==> src/rtl/psram_rd_pkg.sv <==
package psram_rd_pkg;

   typedef enum logic [1:0] {
      ST_IDLE  = 2'd0,
      ST_FIRST = 2'd1,
      ST_PAGE  = 2'd2,
      ST_GAP   = 2'd3
   } rd_state_e;

   // minimum limits: round up to whole clocks
   function automatic int ceil_clk(input int ns, input int clk_ps);
      return (ns * 1000 + clk_ps - 1) / clk_ps;
   endfunction

   // maximum limits: round down so the bound is never exceeded
   function automatic int floor_clk(input int ns, input int clk_ps);
      return (ns * 1000) / clk_ps;
   endfunction

   function automatic int max2(input int a, input int b);
      return (a > b) ? a : b;
   endfunction

endpackage

==> src/rtl/psram_rd_waitcnt.sv <==
module psram_rd_waitcnt #(
   parameter int CW = 4
) (
   input  logic          clk,
   input  logic          rst_n,
   input  logic          start,
   input  logic [CW-1:0] target,
   output logic          hit
);

   logic          running;
   logic [CW-1:0] cnt;

   assign hit = running && (cnt == target);

   always_ff @(posedge clk) begin
      if (!rst_n) begin
         running <= 1'b0;
         cnt     <= '0;
      end else if (start) begin
         running <= 1'b1;
         cnt     <= CW'(1);
      end else if (hit) begin
         running <= 1'b0;
      end else if (running) begin
         cnt <= cnt + CW'(1);
      end
   end

   AST_WAIT_NOT_PAST_TARGET: assert property (@(posedge clk) disable iff (!rst_n)
      running |-> (cnt <= target));

endmodule

==> src/rtl/psram_rd_ce_guard.sv <==
module psram_rd_ce_guard #(
   parameter int PAGE_MAX_CLK = 500,
   parameter int PAGE_WAIT    = 4,
   parameter int CP_CLK       = 2
) (
   input  logic clk,
   input  logic rst_n,
   input  logic ce_n,
   output logic page_room,
   output logic gap_done
);

   localparam int LOW_W      = $clog2(PAGE_MAX_CLK + 1) + 1;
   localparam int HIGH_W     = $clog2(CP_CLK + 1) + 1;
   localparam int ROOM_LIMIT = PAGE_MAX_CLK - PAGE_WAIT - 1;

   logic [LOW_W-1:0]  lo_cnt;
   logic [HIGH_W-1:0] hi_cnt;

   generate
      if (ROOM_LIMIT < 0) begin : g_bad_room
         $error("page hold ceiling shorter than one page step");
      end
   endgenerate

   always_ff @(posedge clk) begin
      if (!rst_n) begin
         lo_cnt <= '0;
         hi_cnt <= HIGH_W'(CP_CLK);
      end else if (ce_n) begin
         lo_cnt <= '0;
         if (hi_cnt != HIGH_W'(CP_CLK))
            hi_cnt <= hi_cnt + HIGH_W'(1);
      end else begin
         hi_cnt <= '0;
         if (lo_cnt != LOW_W'(PAGE_MAX_CLK))
            lo_cnt <= lo_cnt + LOW_W'(1);
      end
   end

   assign page_room = (lo_cnt <= LOW_W'(ROOM_LIMIT));
   assign gap_done  = (hi_cnt == HIGH_W'(CP_CLK));

   AST_CE_LOW_CEILING: assert property (@(posedge clk) disable iff (!rst_n)
      !ce_n |-> (lo_cnt < LOW_W'(PAGE_MAX_CLK)));

   AST_CE_HIGH_BEFORE_FALL: assert property (@(posedge clk) disable iff (!rst_n)
      $fell(ce_n) |-> ($past(hi_cnt) == HIGH_W'(CP_CLK)));

endmodule

==> src/rtl/psram_rd_lane.sv <==
module psram_rd_lane (
   input  logic       clk,
   input  logic       rst_n,
   input  logic       load,
   input  logic       en_in,
   input  logic       drive,
   input  logic       release_i,
   input  logic       cap,
   input  logic [7:0] dq_byte,
   output logic       strb_n,
   output logic [7:0] byte_q
);

   logic en_q;

   always_ff @(posedge clk) begin
      if (!rst_n) begin
         en_q   <= 1'b0;
         strb_n <= 1'b1;
         byte_q <= '0;
      end else begin
         if (load)
            en_q <= en_in;
         if (drive)
            strb_n <= !(load ? en_in : en_q);
         else if (release_i)
            strb_n <= 1'b1;
         if (cap)
            byte_q <= en_q ? dq_byte : 8'h00;
      end
   end

   AST_LANE_STEADY: assert property (@(posedge clk) disable iff (!rst_n)
      (!$past(strb_n) && !$past(release_i)) |-> !strb_n);

endmodule

==> src/rtl/psram_page_reader.sv <==
module psram_page_reader
   import psram_rd_pkg::*;
#(
   parameter int CLK_PS        = 8000,
   parameter int ADDR_W        = 22,
   parameter int DATA_W        = 16,
   parameter int PAGE_WORDS    = 8,
   parameter int MAX_WORDS     = 8,
   parameter int T_RC_NS       = 65,
   parameter int T_AA_NS       = 65,
   parameter int T_OE_NS       = 40,
   parameter int T_BA_NS       = 30,
   parameter int T_PRC_NS      = 20,
   parameter int T_PAA_NS      = 20,
   parameter int T_CP_NS       = 10,
   parameter int T_PAGE_MAX_NS = 4000,
   parameter int T_CYC_MAX_NS  = 1000,
   localparam int LANES        = DATA_W / 8,
   localparam int LEN_W        = $clog2(MAX_WORDS)
) (
   input  logic              clk,
   input  logic              rst_n,
   input  logic              req_valid,
   output logic              req_ready,
   input  logic [ADDR_W-1:0] req_addr,
   input  logic [LEN_W-1:0]  req_len_m1,
   input  logic [LANES-1:0]  req_be,
   output logic              rd_valid,
   output logic [DATA_W-1:0] rd_data,
   output logic              rd_last,
   output logic [ADDR_W-1:0] mem_addr,
   output logic              mem_ce_n,
   output logic              mem_oe_n,
   output logic              mem_we_n,
   output logic [LANES-1:0]  mem_bs_n,
   input  logic [DATA_W-1:0] mem_dq
);

   localparam int OFS_W        = $clog2(PAGE_WORDS);
   localparam int RC_CLK       = ceil_clk(T_RC_NS, CLK_PS);
   localparam int AA_CLK       = ceil_clk(T_AA_NS, CLK_PS);
   localparam int OE_CLK       = ceil_clk(T_OE_NS, CLK_PS);
   localparam int BA_CLK       = ceil_clk(T_BA_NS, CLK_PS);
   localparam int PRC_CLK      = ceil_clk(T_PRC_NS, CLK_PS);
   localparam int PAA_CLK      = ceil_clk(T_PAA_NS, CLK_PS);
   localparam int CP_CLK       = ceil_clk(T_CP_NS, CLK_PS);
   localparam int PAGE_MAX_CLK = floor_clk(T_PAGE_MAX_NS, CLK_PS);
   localparam int CYC_MAX_CLK  = floor_clk(T_CYC_MAX_NS, CLK_PS);
   localparam int FIRST_WAIT   = max2(max2(RC_CLK, AA_CLK), max2(OE_CLK, BA_CLK)) + 1;
   localparam int PAGE_WAIT    = max2(PRC_CLK, PAA_CLK) + 1;
   localparam int WAIT_W       = $clog2(FIRST_WAIT + 1) + 1;

   // elaboration-time parameter checks
   generate
      if (DATA_W % 8 != 0 || LANES < 1) begin : g_bad_width
         $error("data width must be a whole number of bytes");
      end
      if (PAGE_WORDS < 2 || (PAGE_WORDS & (PAGE_WORDS - 1)) != 0) begin : g_bad_page
         $error("page size must be a power of two of at least 2");
      end
      if (MAX_WORDS < 2 || (MAX_WORDS & (MAX_WORDS - 1)) != 0) begin : g_bad_len
         $error("burst limit must be a power of two of at least 2");
      end
      if (FIRST_WAIT > CYC_MAX_CLK || PAGE_WAIT > CYC_MAX_CLK) begin : g_bad_cycle
         $error("an access cycle would exceed the single-cycle ceiling");
      end
      if (PAGE_MAX_CLK < FIRST_WAIT + PAGE_WAIT) begin : g_bad_hold
         $error("page hold ceiling too short for one full access and one step");
      end
      if (ADDR_W <= OFS_W) begin : g_bad_addr
         $error("address narrower than the page offset");
      end
   endgenerate

   rd_state_e           state;
   logic [LEN_W-1:0]    left_q;
   logic                hit;
   logic                page_room;
   logic                gap_done;
   logic                acc;
   logic                last;
   logic                crosses;
   logic                page_step;
   logic                split;
   logic                finish;
   logic                gap_exit;
   logic                timer_start;
   logic [WAIT_W-1:0]   wait_target;
   logic [ADDR_W-1:0]   next_addr;
   logic [LANES-1:0]    be_eff;

   assign mem_we_n    = 1'b1;
   assign req_ready   = (state == ST_IDLE) && gap_done;
   assign acc         = req_valid && req_ready;
   assign be_eff      = (req_be == '0) ? {LANES{1'b1}} : req_be;
   assign last        = (left_q == '0);
   assign next_addr   = mem_addr + ADDR_W'(1);
   assign crosses     = (next_addr[OFS_W-1:0] == '0);
   assign page_step   = hit && !last && !crosses && page_room;
   assign split       = hit && !last && !page_step;
   assign finish      = hit && last;
   assign gap_exit    = (state == ST_GAP) && gap_done;
   assign timer_start = acc || page_step || gap_exit;
   assign wait_target = (state == ST_PAGE) ? WAIT_W'(PAGE_WAIT) : WAIT_W'(FIRST_WAIT);

   psram_rd_waitcnt #(
      .CW (WAIT_W)
   ) u_wait (
      .clk    (clk),
      .rst_n  (rst_n),
      .start  (timer_start),
      .target (wait_target),
      .hit    (hit)
   );

   psram_rd_ce_guard #(
      .PAGE_MAX_CLK (PAGE_MAX_CLK),
      .PAGE_WAIT    (PAGE_WAIT),
      .CP_CLK       (CP_CLK)
   ) u_guard (
      .clk       (clk),
      .rst_n     (rst_n),
      .ce_n      (mem_ce_n),
      .page_room (page_room),
      .gap_done  (gap_done)
   );

   generate
      for (genvar g = 0; g < LANES; g++) begin : g_lane
         psram_rd_lane u_lane (
            .clk       (clk),
            .rst_n     (rst_n),
            .load      (acc),
            .en_in     (be_eff[g]),
            .drive     (acc || gap_exit),
            .release_i (finish || split),
            .cap       (hit),
            .dq_byte   (mem_dq[8*g +: 8]),
            .strb_n    (mem_bs_n[g]),
            .byte_q    (rd_data[8*g +: 8])
         );
      end
   endgenerate

   always_ff @(posedge clk) begin
      if (!rst_n) begin
         state    <= ST_IDLE;
         mem_ce_n <= 1'b1;
         mem_oe_n <= 1'b1;
         mem_addr <= '0;
         left_q   <= '0;
         rd_valid <= 1'b0;
         rd_last  <= 1'b0;
      end else begin
         rd_valid <= hit;
         rd_last  <= finish;
         case (state)
            ST_IDLE: begin
               if (acc) begin
                  state    <= ST_FIRST;
                  mem_ce_n <= 1'b0;
                  mem_oe_n <= 1'b0;
                  mem_addr <= req_addr;
                  left_q   <= req_len_m1;
               end
            end
            ST_FIRST, ST_PAGE: begin
               if (finish) begin
                  state    <= ST_IDLE;
                  mem_ce_n <= 1'b1;
                  mem_oe_n <= 1'b1;
               end else if (hit) begin
                  mem_addr <= next_addr;
                  left_q   <= left_q - LEN_W'(1);
                  if (page_step) begin
                     state <= ST_PAGE;
                  end else begin
                     state    <= ST_GAP;
                     mem_ce_n <= 1'b1;
                     mem_oe_n <= 1'b1;
                  end
               end
            end
            ST_GAP: begin
               if (gap_done) begin
                  state    <= ST_FIRST;
                  mem_ce_n <= 1'b0;
                  mem_oe_n <= 1'b0;
               end
            end
            default: state <= ST_IDLE;
         endcase
      end
   end

   // address hold observer used by the checks below
   logic [ADDR_W-1:0] addr_seen;
   logic [WAIT_W-1:0] addr_age;
   logic              addr_chg;

   assign addr_chg = (mem_addr != addr_seen);

   always_ff @(posedge clk) begin
      if (!rst_n) begin
         addr_seen <= '0;
         addr_age  <= '0;
      end else begin
         addr_seen <= mem_addr;
         if (addr_chg)
            addr_age <= '0;
         else if (addr_age != WAIT_W'(FIRST_WAIT))
            addr_age <= addr_age + WAIT_W'(1);
      end
   end

   AST_READY_ONLY_CE_HIGH: assert property (@(posedge clk) disable iff (!rst_n)
      req_ready |-> mem_ce_n);

   AST_OE_FOLLOWS_CE: assert property (@(posedge clk) disable iff (!rst_n)
      mem_oe_n == mem_ce_n);

   AST_SOME_LANE_ACTIVE: assert property (@(posedge clk) disable iff (!rst_n)
      (!mem_ce_n && !mem_oe_n) |-> !(&mem_bs_n));

   AST_UPPER_ADDR_STABLE: assert property (@(posedge clk) disable iff (!rst_n)
      (!mem_ce_n && !$past(mem_ce_n)) |->
         (mem_addr[ADDR_W-1:OFS_W] == $past(mem_addr[ADDR_W-1:OFS_W])));

   AST_ADDR_HOLD_MIN: assert property (@(posedge clk) disable iff (!rst_n)
      (!mem_ce_n && addr_chg && !$past(mem_ce_n)) |->
         (addr_age >= WAIT_W'(PRC_CLK - 1)));

   AST_LAST_IS_VALID: assert property (@(posedge clk) disable iff (!rst_n)
      rd_last |-> rd_valid);

   AST_VALID_SINGLE_PULSE: assert property (@(posedge clk) disable iff (!rst_n)
      rd_valid |=> !rd_valid);

endmodule

==> config.mk <==
export PLATFORM = sky130hd
export DESIGN_NAME = psram_page_reader
export DESIGN_NICKNAME = d
export VERILOG_FILES = /design/src/rtl/psram_rd_pkg.sv /design/src/rtl/psram_rd_waitcnt.sv /design/src/rtl/psram_rd_ce_guard.sv /design/src/rtl/psram_rd_lane.sv /design/src/rtl/psram_page_reader.sv
export SDC_FILE = /design/constraint.sdc
export NUM_CORES = 1
export LEC_CHECK = 0
export ABC_AREA = 1
export BUFFER_PORTS_ARGS = -buffer_cell sky130_fd_sc_hd__buf_2
export CORE_MARGIN = 1.5
export CORE_UTILIZATION = 49
export DETAILED_ROUTE_END_ITERATION = 16
export MAX_ROUTING_LAYER = met4
export PLACE_DENSITY = 0.76
export SLEW_MARGIN = 40
export SYNTH_ARGS = -nofsm -noshare
export SYNTH_HDL_FRONTEND = slang
export SYNTH_HIERARCHICAL = 1
export SYNTH_SLANG_ARGS = --single-unit
==> constraint.sdc <==
create_clock -name clk -period 2.12 [get_ports clk]
set_clock_uncertainty 0.05 [all_clocks]
set_input_delay 0.318 -clock clk [delete_from_list [all_inputs] [get_ports clk]]
set_output_delay 0.318 -clock clk [all_outputs]
set_load 0.02 [all_outputs]
==> results.md <==
- Status: finished, violations left
- Failing checks: setup timing
- Synth top area cells: dfxtp_1, nand2_1, nand3_1
- Int Pwr: 3.93 mW
- Uppermost routed layer: met4
- Vias in the first global route: 3989
- VDD IR max: 0.778 mV
- Power share of the combinational group: 54.4%
- HPWL Detailed: 7300 um
- Syn avg cell area: 6.91 um2
- Die ar.: 0.00878 mm2
- Cells after Synth: 583
- Cell row count: 32
- Gr ovfl total: 0
- CP Capture Type: flop
- Clock Root Buffer: clkbuf_8
- Min Tclk post-route: 2.22 ns
- Yosys top cell by area: dfxtp_1
- Met2 wire length: 5810 um
- Sequential power share: 28.0%
- Worst Max-Slew Pin Slew: 0.731 ns
- R2r setup slk: -0.1 ns
- Die H: 93.7 um
- Switching share of power: 44.9%
- Total CTS buffers: 9
- Synth cell types: 36
- Top-area cell type share of the netlist area: 34.3%
- Largest net degree at the start of global routing: 26
- CTS tree: built
- Register area share after synthesis: 34.3%
- Total GRT Usage: 26.4%
- Max Slew Vio Count: 0
- Worst setup margin: -0.0958 ns
- Pwr Total: 7.14 mW
- Placement Setup Slack: -0.0506 ns
- Drt pass-1 iters: 5
- Worst EP required: 2.31 ns
- # setup viols final: 23
- CP Cell Sequence: inv_2 > ha_4 > inv_4 > nand2_2 > inv_2 > nor2_2 > nor2_2 > nand3_4 > nor2_4 > buf_4 > nand2_2 > nor3_4 > or2_4 > nor2_1 > inv_1 > a21oi_1
- Fin. Hold Viols: 0
- Synth Flop Type: dfxtp_1
- Core Box Area: 0.00785 mm2
- Placed cells: 773
- Yosys warnings: 6
- DR WL/cell: 14.5 um
- Highest Clock Rate: 451 MHz
- Reg clk slew, reported paths: 0.09 ns
- Initial antenna violation count: 0
- Setup TNS: -0.888 ns
- Max stage delay on crit path: 0.34 ns
- Cell family with most CP delay: simple AND/OR/NAND/NOR gates
- CTS H-tree lvls: 3
- WL final: 11700 um
- Detail Route Antenna Nets: 0
- Clock group share of total power: 17.5%
- Leak: 2.19 nW
- PortBufs: 90
- Buf+Inv Stages, Crit Path: 5
- Routed via count: 4322
- Setup CP Type: reg2reg
- Met3 wire len: 822 um
- Relative slew slack: 51.0%
- Post-Route Utilization: 67.4%
- CP endpoint: u_wait/cnt[4]
- Startpoint types: flop
- Ant. Diodes: 0
- MaxCap Viol Count: 0
- Initial Util: 51.4%
- EDFF count, synth: 0
- Num Clock Sinks: 69
- Fin cells: 807
- CTS max path bufs: 2
- Clk Latency, worst-skew pair: 0.36 ns
- M1 WL: 4760 um
- Fillers: 646
- Crit Path Max Fanout: 4
- 1st-iter DRT viols: 202
- Residual DRC: 0
- RSZ-0062 raised after global routing: true
- Die Wd: 93.7 um
- Net Switching: 3.20 mW
- Post-route clock period utilization: 105%
- First-pass GRT wire length: 17800 um
- Yosys reg bits: 69
- Power Dens Cells: 1350 mW/mm2
- # IOs: 92
- Worst setup path start: state[0]
- GPL Wtd Cong: 0.935
- R2R depth: 16
- Type of the most critical hold path: in2reg
- Reg2Reg Capture Point: u_wait/cnt[4]
- WP depth: 16
- Critical R2R Launch: state[0]
- Via/cell ratio: 5.36
- Async set-reset flop share out of synthesis: 0%
- Crit-path slowest cell: dfxtp_2
- Nets: 756
- CP arrival: 2.41 ns
- Area grow syn2layout: 31.2%
- Synth Cell Area: 0.00403 mm2
- Share of layout cells above drive strength 1: 36.9%
[placed cells by master, fill, tap and decap left out, drive strengths merged]
master	netlist	routed
a21oi	60	60
a31oi	3	3
buf	16	123
bufinv	0	2
clkbuf	4	10
clkinv	1	3
conb	2	4
dfxtp	69	69
ha	10	10
inv	68	71
nand2	153	153
nand3	54	54
nand3b	1	1
nand4	7	7
nor2	74	74
nor3	6	6
nor3b	1	1
o21a	1	1
o21ai	38	38
o21bai	4	4
o31ai	1	1
or2	4	4
xnor2	3	3
xor2	3	3
[power by group through the flow]
| stage | clock, mW | sequential [mW] | combinational [mW] |
|---|---|---|---|
| 4_1_cts | 1.25 | 1.97 | 3.35 |
| 3_3_place_gp | 0 | 1.97 | 2.55 |
| 6_report | 1.25 | 2.00 | 3.89 |
| 2_1_floorplan | 0 | 2.14 | 1.70 |
| 3_5_place_dp | 0 | 1.99 | 2.62 |
| 5_1_grt | 1.32 | 2.04 | 4.19 |
[stage by stage]
| step | hold slack [ns] | cell area [um2] |
|---|---|---|
| 6_report | 0.168 | 5290 |
| 4_1_cts | 0.169 | 5090 |
| 3_5_place_dp | 0.407 | 4620 |
| 2_1_floorplan | 0.344 | 4050 |
| 5_1_grt | 0.161 | 5290 |
| 3_3_place_gp | 0.396 | 4620 |
[worst register-to-register path, cell delays in order, from the launching register on]
cell     delay, ns
dfxtp_2       0.34
inv_2         0.06
ha_4          0.17
inv_4         0.07
nand2_2       0.05
inv_2         0.06
nor2_2        0.03
nor2_2        0.15
nand3_4       0.10
nor2_4        0.15
buf_4         0.15
nand2_2       0.09
nor3_4        0.23
or2_4         0.17
nor2_1        0.05
inv_1         0.11
a21oi_1       0.07
[cells by family after synthesis]
group	count (synthesis)	share of synthesized area, %
AND/OR/NAND/NOR	300	35.3
AO/OA/AOI/OAI	107	15.6
buffers and inverters	89	10.2
flip-flops	69	34.3
adder cells (fa/ha/maj)	10	3.10
XOR/XNOR	6	1.30
other	2	0.186
[registers in the layout, indices dropped and copies added (netlist names), 2 cells and up]
name and cells:
left_q 3, g_lane.u_lane/strb_n 2, u_wait/cnt 5, u_guard/hi_cnt 3
mem_addr 22, g_lane.u_lane/en_q 2, g_lane.u_lane/byte_q 16, u_guard/lo_cnt 10
state 2
[synthesized netlist by cell type (4+ instances only)]
| library cell | number |
|---|---|
| a21oi_1 | 40 |
| a21oi_2 | 20 |
| buf_2 | 4 |
| buf_4 | 9 |
| clkbuf_1 | 4 |
| dfxtp_1 | 69 |
| ha_1 | 10 |
| inv_1 | 61 |
| inv_2 | 5 |
| nand2_1 | 127 |
| nand2_2 | 25 |
| nand3_1 | 50 |
| nand4_1 | 7 |
| nor2_1 | 61 |
| nor2_4 | 10 |
| nor3_1 | 6 |
| o21ai_0 | 33 |
| o21ai_1 | 5 |
| o21bai_1 | 4 |
[timing repair]
| action | 4_1_cts | 5_1_grt |
|---|---|---|
| endpoints found under the setup margin | 14 | 37 |
| hold buffers | 0 | 0 |
| buffers inserted | 12 | 3 |
| pin swaps | 5 | 25 |
| gates resized for setup | 22 | 61 |
| cloned | 3 | 1 |
[final cells by class]
class | instances | area, um2 | area share, %
sequential | 69 | 1380 | 26.2
clock buffer | 9 | 124 | 2.34
tap | 102 | 128 | 2.41
inverter | 69 | 282 | 5.33
multi-input combinational | 427 | 2450 | 46.3
clock inverter | 7 | 104 | 1.96
timing repair buffer | 124 | 818 | 15.5
[worst min-delay path by stage]
stage                          from                          to  slack (ns)  cells after the start
after floorplan               rst_n           u_guard/hi_cnt[1]        0.34                      1
after global placement    left_q[1]                   left_q[1]        0.40                      2
after detailed placement  left_q[2]                   left_q[2]        0.41                      2
after CTS                 mem_dq[8]  g_lane[1].u_lane/byte_q[0]        0.17                      3
after global routing      mem_dq[9]  g_lane[1].u_lane/byte_q[1]        0.16                      3
final                     mem_dq[8]  g_lane[1].u_lane/byte_q[0]        0.17                      3
[metal layers]
| metal | track usage, % | vias up |
|---|---|---|
| li1 | - | 2109 |
| met2 | 43.4 | 188 |
| met4 | 11.3 | 0 |
| met1 | 31.5 | 1997 |
| met3 | 5.18 | 28 |
| met5 | - | - |
Power figures use the tool's default switching activity.
